### config.mk
export PLATFORM = sky130hd
export DESIGN_NAME = serial_cmd_rx
export DESIGN_NICKNAME = d
export VERILOG_FILES = /design/src/rtl/scr_pkg.sv /design/src/rtl/scr_sync.sv /design/src/rtl/scr_ctrl.sv /design/src/rtl/scr_datapath.sv /design/src/rtl/serial_cmd_rx.sv
export SDC_FILE = /design/constraint.sdc
export NUM_CORES = 1
export LEC_CHECK = 0
export ABC_AREA = 0
export CAP_MARGIN = 10
export CORE_UTILIZATION = 35
export DETAILED_ROUTE_END_ITERATION = 10
export DONT_BUFFER_PORTS = 1
export PLACE_DENSITY = 0.61
export REMOVE_ABC_BUFFERS = 1
export SLEW_MARGIN = 20
export SYNTH_ARGS = -nofsm -noshare
export SYNTH_HDL_FRONTEND = slang
export SYNTH_SLANG_ARGS = --single-unit
### constraint.sdc
create_clock -name clk -period 1.36 [get_ports clk]
set_input_delay 0.136 -clock clk [delete_from_list [all_inputs] [get_ports clk]]
set_output_delay 0.136 -clock clk [all_outputs]
set_load 0.005 [all_outputs]
### src/rtl/scr_pkg.sv
package scr_pkg;
  typedef struct packed {
    logic clearAll;
    logic shiftEn;
    logic capture;
  } scrStrobe_t;
endpackage

### src/rtl/scr_sync.sv
module scr_sync #(
  parameter int WIDTH = 5,
  parameter int STAGES = 2,
  parameter logic [WIDTH-1:0] RST_VAL = '0
) (
  input  logic             clk,
  input  logic             rstN,
  input  logic [WIDTH-1:0] din,
  output logic [WIDTH-1:0] dout
);
  generate
    for (genvar b = 0; b < WIDTH; b++) begin : g_bit
      logic [STAGES-1:0] chain;
      always_ff @(posedge clk or negedge rstN) begin
        if (!rstN) chain <= {STAGES{RST_VAL[b]}};
        else       chain <= {chain[STAGES-2:0], din[b]};
      end
      assign dout[b] = chain[STAGES-1];
    end
  endgenerate
endmodule

### src/rtl/scr_ctrl.sv
module scr_ctrl
  import scr_pkg::*;
#(
  parameter int DATA_W = 8,
  localparam int CNT_W = $clog2(DATA_W)
) (
  input  logic             clk,
  input  logic             rstN,
  input  logic             sclS,
  input  logic             csS,
  input  logic             modeS,
  output scrStrobe_t       strobe,
  output logic [CNT_W-1:0] bitCnt,
  output logic             sclRise
);
  localparam logic [CNT_W-1:0] LAST = CNT_W'(DATA_W - 1);

  logic sclPrev;
  logic active;

  always_ff @(posedge clk or negedge rstN) begin
    if (!rstN) sclPrev <= 1'b0;
    else       sclPrev <= sclS;
  end

  assign sclRise = sclS & ~sclPrev;
  assign active  = ~csS & ~modeS;

  always_comb begin
    strobe.clearAll = ~active;
    strobe.shiftEn  = active & sclRise;
    strobe.capture  = active & sclRise & (bitCnt == LAST);
  end

  always_ff @(posedge clk or negedge rstN) begin
    if (!rstN)                bitCnt <= '0;
    else if (strobe.clearAll) bitCnt <= '0;
    else if (strobe.capture)  bitCnt <= '0;
    else if (strobe.shiftEn)  bitCnt <= bitCnt + 1'b1;
  end
endmodule

### src/rtl/scr_datapath.sv
module scr_datapath
  import scr_pkg::*;
#(
  parameter int DATA_W = 8
) (
  input  logic              clk,
  input  logic              rstN,
  input  scrStrobe_t        strobe,
  input  logic              sdiS,
  input  logic              a0S,
  output logic [DATA_W-1:0] byteOut,
  output logic              isData,
  output logic              byteValid
);
  logic [DATA_W-1:0] shReg;
  logic [DATA_W-1:0] nextWord;

  assign nextWord = {shReg[DATA_W-2:0], sdiS};

  always_ff @(posedge clk or negedge rstN) begin
    if (!rstN)                shReg <= '0;
    else if (strobe.clearAll) shReg <= '0;
    else if (strobe.shiftEn)  shReg <= nextWord;
  end

  always_ff @(posedge clk or negedge rstN) begin
    if (!rstN) begin
      byteOut   <= '0;
      isData    <= 1'b0;
      byteValid <= 1'b0;
    end else begin
      byteValid <= strobe.capture;
      if (strobe.capture) begin
        byteOut <= nextWord;
        isData  <= a0S;
      end
    end
  end
endmodule

### src/rtl/serial_cmd_rx.sv
module serial_cmd_rx
  import scr_pkg::*;
#(
  parameter int DATA_W = 8,
  parameter int SYNC_STAGES = 2,
  localparam int CNT_W = $clog2(DATA_W)
) (
  input  logic              clk,
  input  logic              rstN,
  input  logic              parSel,
  input  logic              csN,
  input  logic              scl,
  input  logic              sdi,
  input  logic              a0,
  output logic [DATA_W-1:0] byteOut,
  output logic              isData,
  output logic              byteValid
);
  logic             modeSync, csSync, sclSync, sdiSync, a0Sync;
  logic             sclRise;
  logic [CNT_W-1:0] bitCnt;
  scrStrobe_t       strobe;

  scr_sync #(.WIDTH(5), .STAGES(SYNC_STAGES), .RST_VAL(5'b11000)) u_sync (
    .clk (clk),
    .rstN(rstN),
    .din ({parSel, csN, scl, sdi, a0}),
    .dout({modeSync, csSync, sclSync, sdiSync, a0Sync})
  );

  scr_ctrl #(.DATA_W(DATA_W)) u_ctrl (
    .clk    (clk),
    .rstN   (rstN),
    .sclS   (sclSync),
    .csS    (csSync),
    .modeS  (modeSync),
    .strobe (strobe),
    .bitCnt (bitCnt),
    .sclRise(sclRise)
  );

  scr_datapath #(.DATA_W(DATA_W)) u_dp (
    .clk      (clk),
    .rstN     (rstN),
    .strobe   (strobe),
    .sdiS     (sdiSync),
    .a0S      (a0Sync),
    .byteOut  (byteOut),
    .isData   (isData),
    .byteValid(byteValid)
  );
endmodule

---- Yosys cells after proc, flatten, opt, wreduce, memory -nomap -nowiden ----
Cells that the tools add are included.
storage, ports and cells
  register bits ........................... 31
  input bits .............................. 7
  output and inout port bits .............. 10
  logic and storage cells ................. 27
cells by class
  $add $sub $neg .......................... 1
  equal/unequal tests ..................... 3
  mux-type cells .......................... 5
  bitwise gates (word level) .............. 7
operators by type and width
  operator                                                         number
  7-bit 2-to-1 mux                                                 2
  3-bit 2-to-1 mux                                                 3
  1-bit bitwise AND                                                4
  3-bit by 1-bit adder with 3-bit output, second input constant    1
  3-bit equality test, second input constant                       1
  3-bit by 2-bit != test with 1-bit output, second input constant  1
  1-bit NOT                                                        3
  2-bit != test, second input constant                             1

---- Depth between registers and ports, before layout ----
Gate-level depths: netlist of run 1.
  word-level depth ........................ 6
  depth in mapped cells ................... 4
  gate-level depth less buffers ........... 4

---- Hierarchy ----
Synthesis of run 1 repeated with hierarchy kept, for this count alone.
second synthesis, totals
  cell total of the unflattened synthesis .. 76
  area, all modules ....................... 1201.2 µm²
modules (own cells, without submodules)
  module        times used  cells each  area each (µm²)
  scr_datapath  1           42          675.6
  scr_sync      1           15          292.8
  scr_ctrl      1           19          232.7

---- Least setup slack after synthesis of run 1 ----
No wires, ideal clock.
  kind .................................... flip-flop to flip-flop
  start ................................... reg u_ctrl.bitCnt[0]
  end ..................................... reg u_dp.byteOut[0]
  setup time .............................. 0.125 ns
  data arrival time ....................... 1.238 ns
  path slack .............................. -0.003 ns
  cell stages (with the launch flop) ...... 5
  path buffers ............................ 0
  period minus slack after synthesis ...... 1.363 ns
  path through ............................ dfrtp_1 ha_1 ha_1 nand2_4 mux2_2
on the way
  longest elaborated chain between the ends .. 2
ends and longest elaborated chain
  what                      RTL line            text
  start: declaration        scr_ctrl.sv:13      output logic [CNT_W-1:0] bitCnt,
  start signal: assignment  scr_ctrl.sv:39      else if (strobe.shiftEn) bitCnt <= bitCnt + 1'b1;
  3-bit equality test       scr_ctrl.sv:32      strobe.capture = active & sclRise & (bitCnt == LAST);
  1-bit bitwise AND         scr_ctrl.sv:32
  end signal: assignment    scr_datapath.sv:34  byteOut <= nextWord;
  end: declaration          scr_datapath.sv:11  output logic [DATA_W-1:0] byteOut,
Every way passes these cells.
A chain may end at the register's enable or synchronous reset.

---- Worst setup path in the final report of run 1 ----
  start ................................... reg u_ctrl.bitCnt[0]
  end ..................................... reg u_dp.byteOut[3]
Same word-level chain as after synthesis.

==> results of run 1 <==
-- layout by cell type, fill, tap and decap left out, types with 2 or more instances in the layout --
cell type       n
buf_4           6
a22o_1          8
dfstp_2         4
buf_6           2
dlygate4sd3_1   6
clkbuf_8        2
mux2_2          7
mux2_4          2
inv_1           2
dfrtp_1        27
clkbuf_4        5
-- cell type report --
type                            instances  area [um^2]  share of cell area
Clock buffer                            7        65.06             0.04736
Clock inverter                          1        7.507            0.005464
Inverter                                2        7.507            0.005464
Multi-Input combinational cell         27        326.6              0.2377
Sequential cell                        31        780.7              0.5683
Tap cell                               31        38.79             0.02823
Timing Repair Buffer                   15        147.6              0.1075
-- cells by family (layout without fill, tap and decap cells) --
logic type | Yosys count | after routing | synth area share
AND/OR/NAND/NOR | 5 | 6 | 0.05485
flip-flops | 31 | 31 | 0.7281
AO/OA/AOI/OAI | 10 | 10 | 0.08169
multiplexers | 9 | 9 | 0.09452
adder cells (fa/ha/maj) | 2 | 2 | 0.02333
buffers and inverters | 3 | 25 | 0.01750
-- worst register-to-register path, delay by kind of cell (launching register included) --
family	cells	cell delay [ns]
flops	1	0.39
fa+ha+maj	2	0.39
mux	1	0.35
simple gates	1	0.10
-- power breakdown --
group          internal [mW]  switching (mW)
clock                  0.302           0.299
sequential             0.944          0.0106
combinational         0.0313          0.0331
total                   1.28           0.343
-- stage by stage --
step | hold WS [ns] | cells | util | setup slack, ns | TNS (ns)
final | 0.2489 | 114 | 0.4856 | 0.01895 | 0
after global routing | 0.2603 | 114 | 0.4856 | -0.01891 | -0.08912
after CTS | 0.2356 | 112 | 0.4662 | 0.009816 | 0
after detailed placement | -0.1590 | 93 | 0.3967 | -0.08051 | -0.5685
after global placement | -0.1590 | 93 | 0.3967 | -0.02867 | -0.2068
after floorplan | -0.1596 | 59 | - | -0.09427 | -0.8485
-- sequential cells by signal, indices dropped and copies added (netlist names) --
| signal | cells |
|---|---|
| u_dp.byteOut | 8 |
| u_sync.g_bit.chain | 10 |
| u_ctrl.bitCnt | 3 |
| u_dp.shReg | 7 |
| u_ctrl.sclPrev | 1 |
| u_dp.isData | 1 |
| u_dp.byteValid | 1 |
-- repair_timing --
action | 4_1_cts | 5_1_grt
endpoints found under the setup margin | 9 | 18
cloned | 1 | 0
buffers inserted | 3 | 2
endpoints found under the hold margin | 36 | 0
hold buffers | 7 | 0
resized for setup | 3 | 8
pin swaps | 2 | 3
-- layer usage --
metal | wire (um) | share of wire
met5 | 0 | 0
met4 | 25 | 0.015
met2 | 716 | 0.44
met3 | 89 | 0.055
met1 | 803 | 0.49
-- final timing paths --
path | startpoint | endpoint | slack [ns] | cells after the start
setup / recovery | u_ctrl.bitCnt[0] | u_dp.byteOut[3] | 0.02 | 4
hold / removal | rstN | u_dp.byteValid | 0.25 | 2
setup reg to reg | u_ctrl.bitCnt[0] | u_dp.byteOut[3] | 0.02 | 4
hold reg to reg | u_sync.g_bit[2].chain[0] | u_sync.g_bit[2].chain[1] | 0.36 | 0
max in group asynchronous | rstN | u_sync.g_bit[4].chain[0] | 0.88 | 2
min in group clk | parSel | u_sync.g_bit[4].chain[0] | 0.35 | 1
==> reports/qor.log, run 1 <==
[yosys] area leader, netlist dfrtp_1
[place] HPWL Detailed 917.5 um
[grt] wire length of the first global-routing pass 2973 um
[yosys] flip-flop and latch count after synthesis 31
[die] area of the die 0.003289 mm^2
[cells_and_area] fillers 235
[die] horizontal extent of the die 57.35 um
[clock_network] Clock Latency Late Sink 0.31 ns
[timing] final hold viol count 0
[yosys] fraction of the yosys area taken by sequential cells 0.7281
[grt] met2 usage 0.1777
[place] cell area after placement 0.001122 mm^2
[yosys] Syn Inst Count 60
[yosys] most used standard cells in the synthesized netlist dfrtp_1 (27), mux2_2 (9), a22o_1 (8)
[cells_and_area] diode count 0
[min_path] worst hold-check path type in2async
[setup_path] cell family with most CP delay flip-flops
[setup_path] capturing element type of the critical path flip-flop
[flow_run] number of maximum-capacitance violations 0
[timing] worst slew pin tran 0.4106 ns
[grt] overall routing resource usage 0.1235
[cells_and_area] area delta synth->final 28.12%
[timing] FMAX 745.7 MHz
[status] run status finished, final reports clean
[timing] Rel. slew slack 0.7254
[yosys] commonest register cell after synthesis dfrtp_1
[setup_path] startpoint-to-endpoint class of the critical path reg2reg
[yosys] Yosys cell types 14
[timing] Max Clock Skew 0.003803 ns
[clock_network] TritonCTS clock tree done
[setup_path] Data arrival, critical path 1.55 ns
[clock_network] Sinks on Clock Net 31
[timing] count of final max-slew check failures 0
[cells_and_area] area of all placed cells without fillers 0.001374 mm^2
[die] Cell Rows 19
[yosys] proportion of register bits with asynchronous set or reset after synthesis 1.000
[place] IO Port Bufs 0
[clock_network] H-tree depth 2
[setup_path] delay of the slowest cell on the worst path 0.39 ns
[yosys] number of synthesized flops with an enable pin 0
[die] I/O pins 17
[detailed_routing] number of DRC markers after the initial detailed-route iteration 4
[clock_network] number of CTS-inserted buffers 5
[grt] met3 demand-to-capacity share in global routing 0.04308
[yosys] most frequently used cell type in the post-synthesis netlist dfrtp_1
[clock_network] Root Buffer clkbuf_4
[timing] final period utilization 0.9861
[yosys] Yosys warning total 0
[power] VDD IR max 0.7557 mV
[timing] final setup violation count 0
[setup_path] startpoint kind of the worst setup timing path flip-flop
[grt] met1 usage 0.1664
[die] CORE AREA 0.002829 mm^2
[detailed_routing] number of vias per cell 4.947
[setup_path] required time at the worst-slack endpoint 1.56 ns
[clock_network] Clock Path Buffers 2
[yosys] share of Yosys cell area claimed by the top area cell type 0.6301
[detailed_routing] final WL 1633 um
[power] Leak 0.6782 nW
[setup_path] sequence of cells on the critical path ha_2 -> ha_4 -> nand2_4 -> mux2_2
[detailed_routing] number of iterations in the first detailed-routing pass 3
[detailed_routing] remaining number of nets flagged by the antenna check after routing 0
[yosys] area of the mapped netlist 0.001072 mm^2
[die] overall die height 57.35 um
[grt] pin count of the biggest net entering global routing 32
[die] initial core utilization 0.3790
[cells_and_area] layout net count 91
[power] total power 1.621 mW
[timing] unrepaired setup endpoints after global routing yes
[yosys] mean instance size in the synthesized netlist 17.87 um^2
[grt] GRT Max-Usage Layer met2
[detailed_routing] detailed-route wire length per cell 14.32 um
[detailed_routing] Vias 564
[setup_path] buffer and inverter count on the worst path 0
[detailed_routing] final routed DRC violation total 0
[timing] final critical delay including setup and external delays 1.341 ns
[power] total power divided by cell area 1180 mW/mm^2
[grt] sum of overflow across all layers after global routing 0
[grt] antenna violations before repair 0
[setup_path] critical-path maximum fanout 5
[clock_network] CTS clock-pin slew for the worst setup and hold paths 0.09 ns
[place] global placement routability congestion 0.6899
[cells_and_area] share of layout cells above drive strength 1 0.4458
[setup_path] cell with the biggest individual delay on the critical path dfrtp_1
[grt] number of global-route vias before repair 648
[yosys] leading post-synthesis cells by cell area dfrtp_1 (63%), dfstp_2 (9.8%), mux2_2 (9.5%), a22o_1 (6.5%), ha_1 (2.3%)
Note: power is estimated with default switching activity, not from simulation.
==> run 2: changes to the inputs <==
- CTS_BUF_LIST: not set -> sky130_fd_sc_hd__clkbuf_2
==> run 2 against run 1 <==
Core utilization shrank 2.4 points. Flip-flop and latch count unchanged. Combinational power fell by 3.6%. Critical endpoint unchanged.
==> reports/qor.log, run 2 (synthesis results as in run 1) <==
[status] run status finished, final reports clean
[grt] overall routing resource usage 0.1221 [-0.001465]
[timing] unrepaired setup endpoints after global routing yes
[setup_path] cell with the biggest individual delay on the critical path dfstp_2
[grt] met2 usage 0.1811 [+0.003322]
[setup_path] capturing element type of the critical path flip-flop
[grt] met1 usage 0.1588 [-0.007634]
[power] total power divided by cell area 1092 mW/mm^2 [-7.5%]
[clock_network] number of CTS-inserted buffers 5 [unchanged]
[clock_network] Clock Path Buffers 2 [unchanged]
[place] global placement routability congestion 0.6899 [unchanged]
[power] Leak 0.6422 nW [-5.3%]
[timing] final critical delay including setup and external delays 1.345 ns [+0.004353 ns]
[setup_path] depth of the most critical reg-to-reg path 4 [unchanged]
[detailed_routing] number of DRC markers after the initial detailed-route iteration 5 [+1]
[grt] wire length of the first global-routing pass 2891 um [-2.8%]
[cells_and_area] most frequent cells in the layout dfrtp_1 (27), mux2_2 (9), a22o_1 (8)
[cells_and_area] share of layout cells above drive strength 1 0.3951 [-0.05072]
[timing] Rel. slew slack 0.7303 [+0.004915]
[die] Cell Rows 19 [unchanged]
[die] overall die height 57.35 um [unchanged]
[die] horizontal extent of the die 57.35 um [unchanged]
[clock_network] Sinks on Clock Net 31 [unchanged]
[setup_path] terminus of the critical flop-to-flop path u_dp.byteOut[3]
[detailed_routing] final routed DRC violation total 0 [unchanged]
[clock_network] Root Buffer clkbuf_2
[grt] GRT Max-Usage Layer met2
[detailed_routing] Vias 548 [-2.8%]
[setup_path] startpoint kind of the worst setup timing path flip-flop
[grt] sum of overflow across all layers after global routing 0 [unchanged]
[die] initial core utilization 0.3790 [unchanged]
[setup_path] critical-path maximum fanout 5 [unchanged]
[timing] final period utilization 0.9893 [+0.003201]
[detailed_routing] number of iterations in the first detailed-routing pass 3 [unchanged]
[grt] antenna violations before repair 0 [unchanged]
[clock_network] TritonCTS clock tree done
[place] HPWL Detailed 917.5 um [unchanged]
[timing] sum of negative setup slack 0 ns [unchanged]
[cells_and_area] area delta synth->final 21.82%
[setup_path] delay of the slowest cell on the worst path 0.42 ns [+0.03 ns]
[timing] worst slew pin tran 0.4033 ns [-0.007349 ns]
[min_path] worst hold-check path type in2async
[power] total power 1.426 mW [-12%]
[flow_run] number of maximum-capacitance violations 0 [unchanged]
[detailed_routing] detailed-route wire length per cell 14.48 um [+1.1%]
[clock_network] H-tree depth 2 [unchanged]
[setup_path] Data arrival, critical path 1.58 ns [+0.03 ns]
[die] CORE AREA 0.002829 mm^2 [unchanged]
[grt] pin count of the biggest net entering global routing 32 [unchanged]
[grt] met3 demand-to-capacity share in global routing 0.04308 [unchanged]
[cells_and_area] share of the core filled with cells 0.4617 [-0.02388]
[detailed_routing] final WL 1622 um [-0.67%]
[cells_and_area] layout net count 89 [-2.2%]
[die] I/O pins 17 [unchanged]
[setup_path] sequence of cells on the critical path nor4b_4 -> buf_4 -> nand2_8 -> mux2_2
[detailed_routing] number of vias per cell 4.893 [-1.1%]
[detailed_routing] remaining number of nets flagged by the antenna check after routing 0 [unchanged]
[timing] final hold viol count 0 [unchanged]
[cells_and_area] diode count 0 [unchanged]
[place] IO Port Bufs 0 [unchanged]
[die] area of the die 0.003289 mm^2 [unchanged]
[cells_and_area] number of flip-flops under the largest register name 10 [unchanged]
[timing] count of final max-slew check failures 0 [unchanged]
[setup_path] Critical R2R Launch u_sync.g_bit[4].chain[1]
[clock_network] Clock Latency Late Sink 0.33 ns [+0.02 ns]
[cells_and_area] commonest non-fill, non-tap cell in the layout dfrtp_1
[cells_and_area] Largest regs u_sync.g_bit.chain: 10 flops, u_dp.byteOut: 8 flops, u_dp.shReg: 7 flops
[clock_network] CTS clock-pin slew for the worst setup and hold paths 0.15 ns [+0.06 ns]
[timing] FMAX 743.3 MHz [-0.32%]
[timing] Max Clock Skew 0.009521 ns [+0.005718 ns]
[grt] number of global-route vias before repair 639 [-1.4%]
[setup_path] required time at the worst-slack endpoint 1.60 ns [+0.04 ns]
[cells_and_area] largest reg by FF count u_sync.g_bit.chain
[setup_path] minimum setup slack among reg-to-reg paths 0.01 ns [about the same]
[power] VDD IR max 0.5983 mV [-21%]
[setup_path] startpoint-to-endpoint class of the critical path reg2reg
[timing] final setup violation count 0 [unchanged]
## run 2: final cells by class
cell class,instances,area [um^2]
Clock inverter,3,15.01
Multi-Input combinational cell,27,314.1
Fill cell,251,1523
Tap cell,31,38.79
Clock buffer,5,25.02
Timing Repair Buffer,13,125.1
Sequential cell,31,780.7
Inverter,2,7.507
## run 2: per-stage QoR
stage / setup WS (ns) / area [um^2] / hold WS, ns / std cells
2_1_floorplan: -0.09427 / 1061 / -0.1596 / 59
6_report: 0.01460 / 1306 / 0.2152 / 112
3_5_place_dp: -0.08051 / 1122 / -0.1590 / 93
5_1_grt: -0.04144 / 1306 / 0.1981 / 112
4_1_cts: 0.003619 / 1279 / 0.1835 / 111
3_3_place_gp: -0.02867 / 1122 / -0.1590 / 93
## run 2: layer usage
metal  up-vias  part of all wire  wire, um
met2        13              0.49       790
li1        258                 -         -
met3         2             0.046        75
met4         0            0.0062        10
met1       275              0.46       745
met5         -                 0         0
## run 2: repair_timing
action | CTS | global route
endpoints found under the hold margin | 36 | 0
setup buffers | 2 | 1
hold buffers | 7 | 0
resized for setup | 3 | 3
endpoints found under the setup margin | 9 | 19
pin swaps | 2 | 2
cloned | 1 | 0
## run 2: worst max path at each step
stage,slack [ns],depth (start not counted),to,start
final,0.01,4,u_dp.byteOut[3],u_sync.g_bit[4].chain[1]
after global routing,-0.04,4,u_dp.byteOut[6],u_sync.g_bit[4].chain[1]
after CTS,0.004,4,u_dp.isData,u_sync.g_bit[3].chain[1]
after detailed placement,-0.08,4,u_dp.byteOut[3],u_ctrl.bitCnt[0]
after global placement,-0.03,4,u_dp.byteOut[1],u_ctrl.bitCnt[0]
after floorplan,-0.09,3,u_dp.byteOut[0],u_sync.g_bit[4].chain[1]
## run 2: critical path: cells and delay by family, from the launching register on
family                 cells  cell delay [ns]
flip-flops                 1             0.42
buffers and inverters      1             0.20
multiplexers               1             0.28
AND/OR/NAND/NOR            2             0.36
## run 2: power by group
part           switching, mW  internal, mW  total [mW]
clock network          0.293         0.115       0.408
registers             0.0110         0.945       0.956
logic                 0.0321        0.0300      0.0621
total                  0.336          1.09        1.43
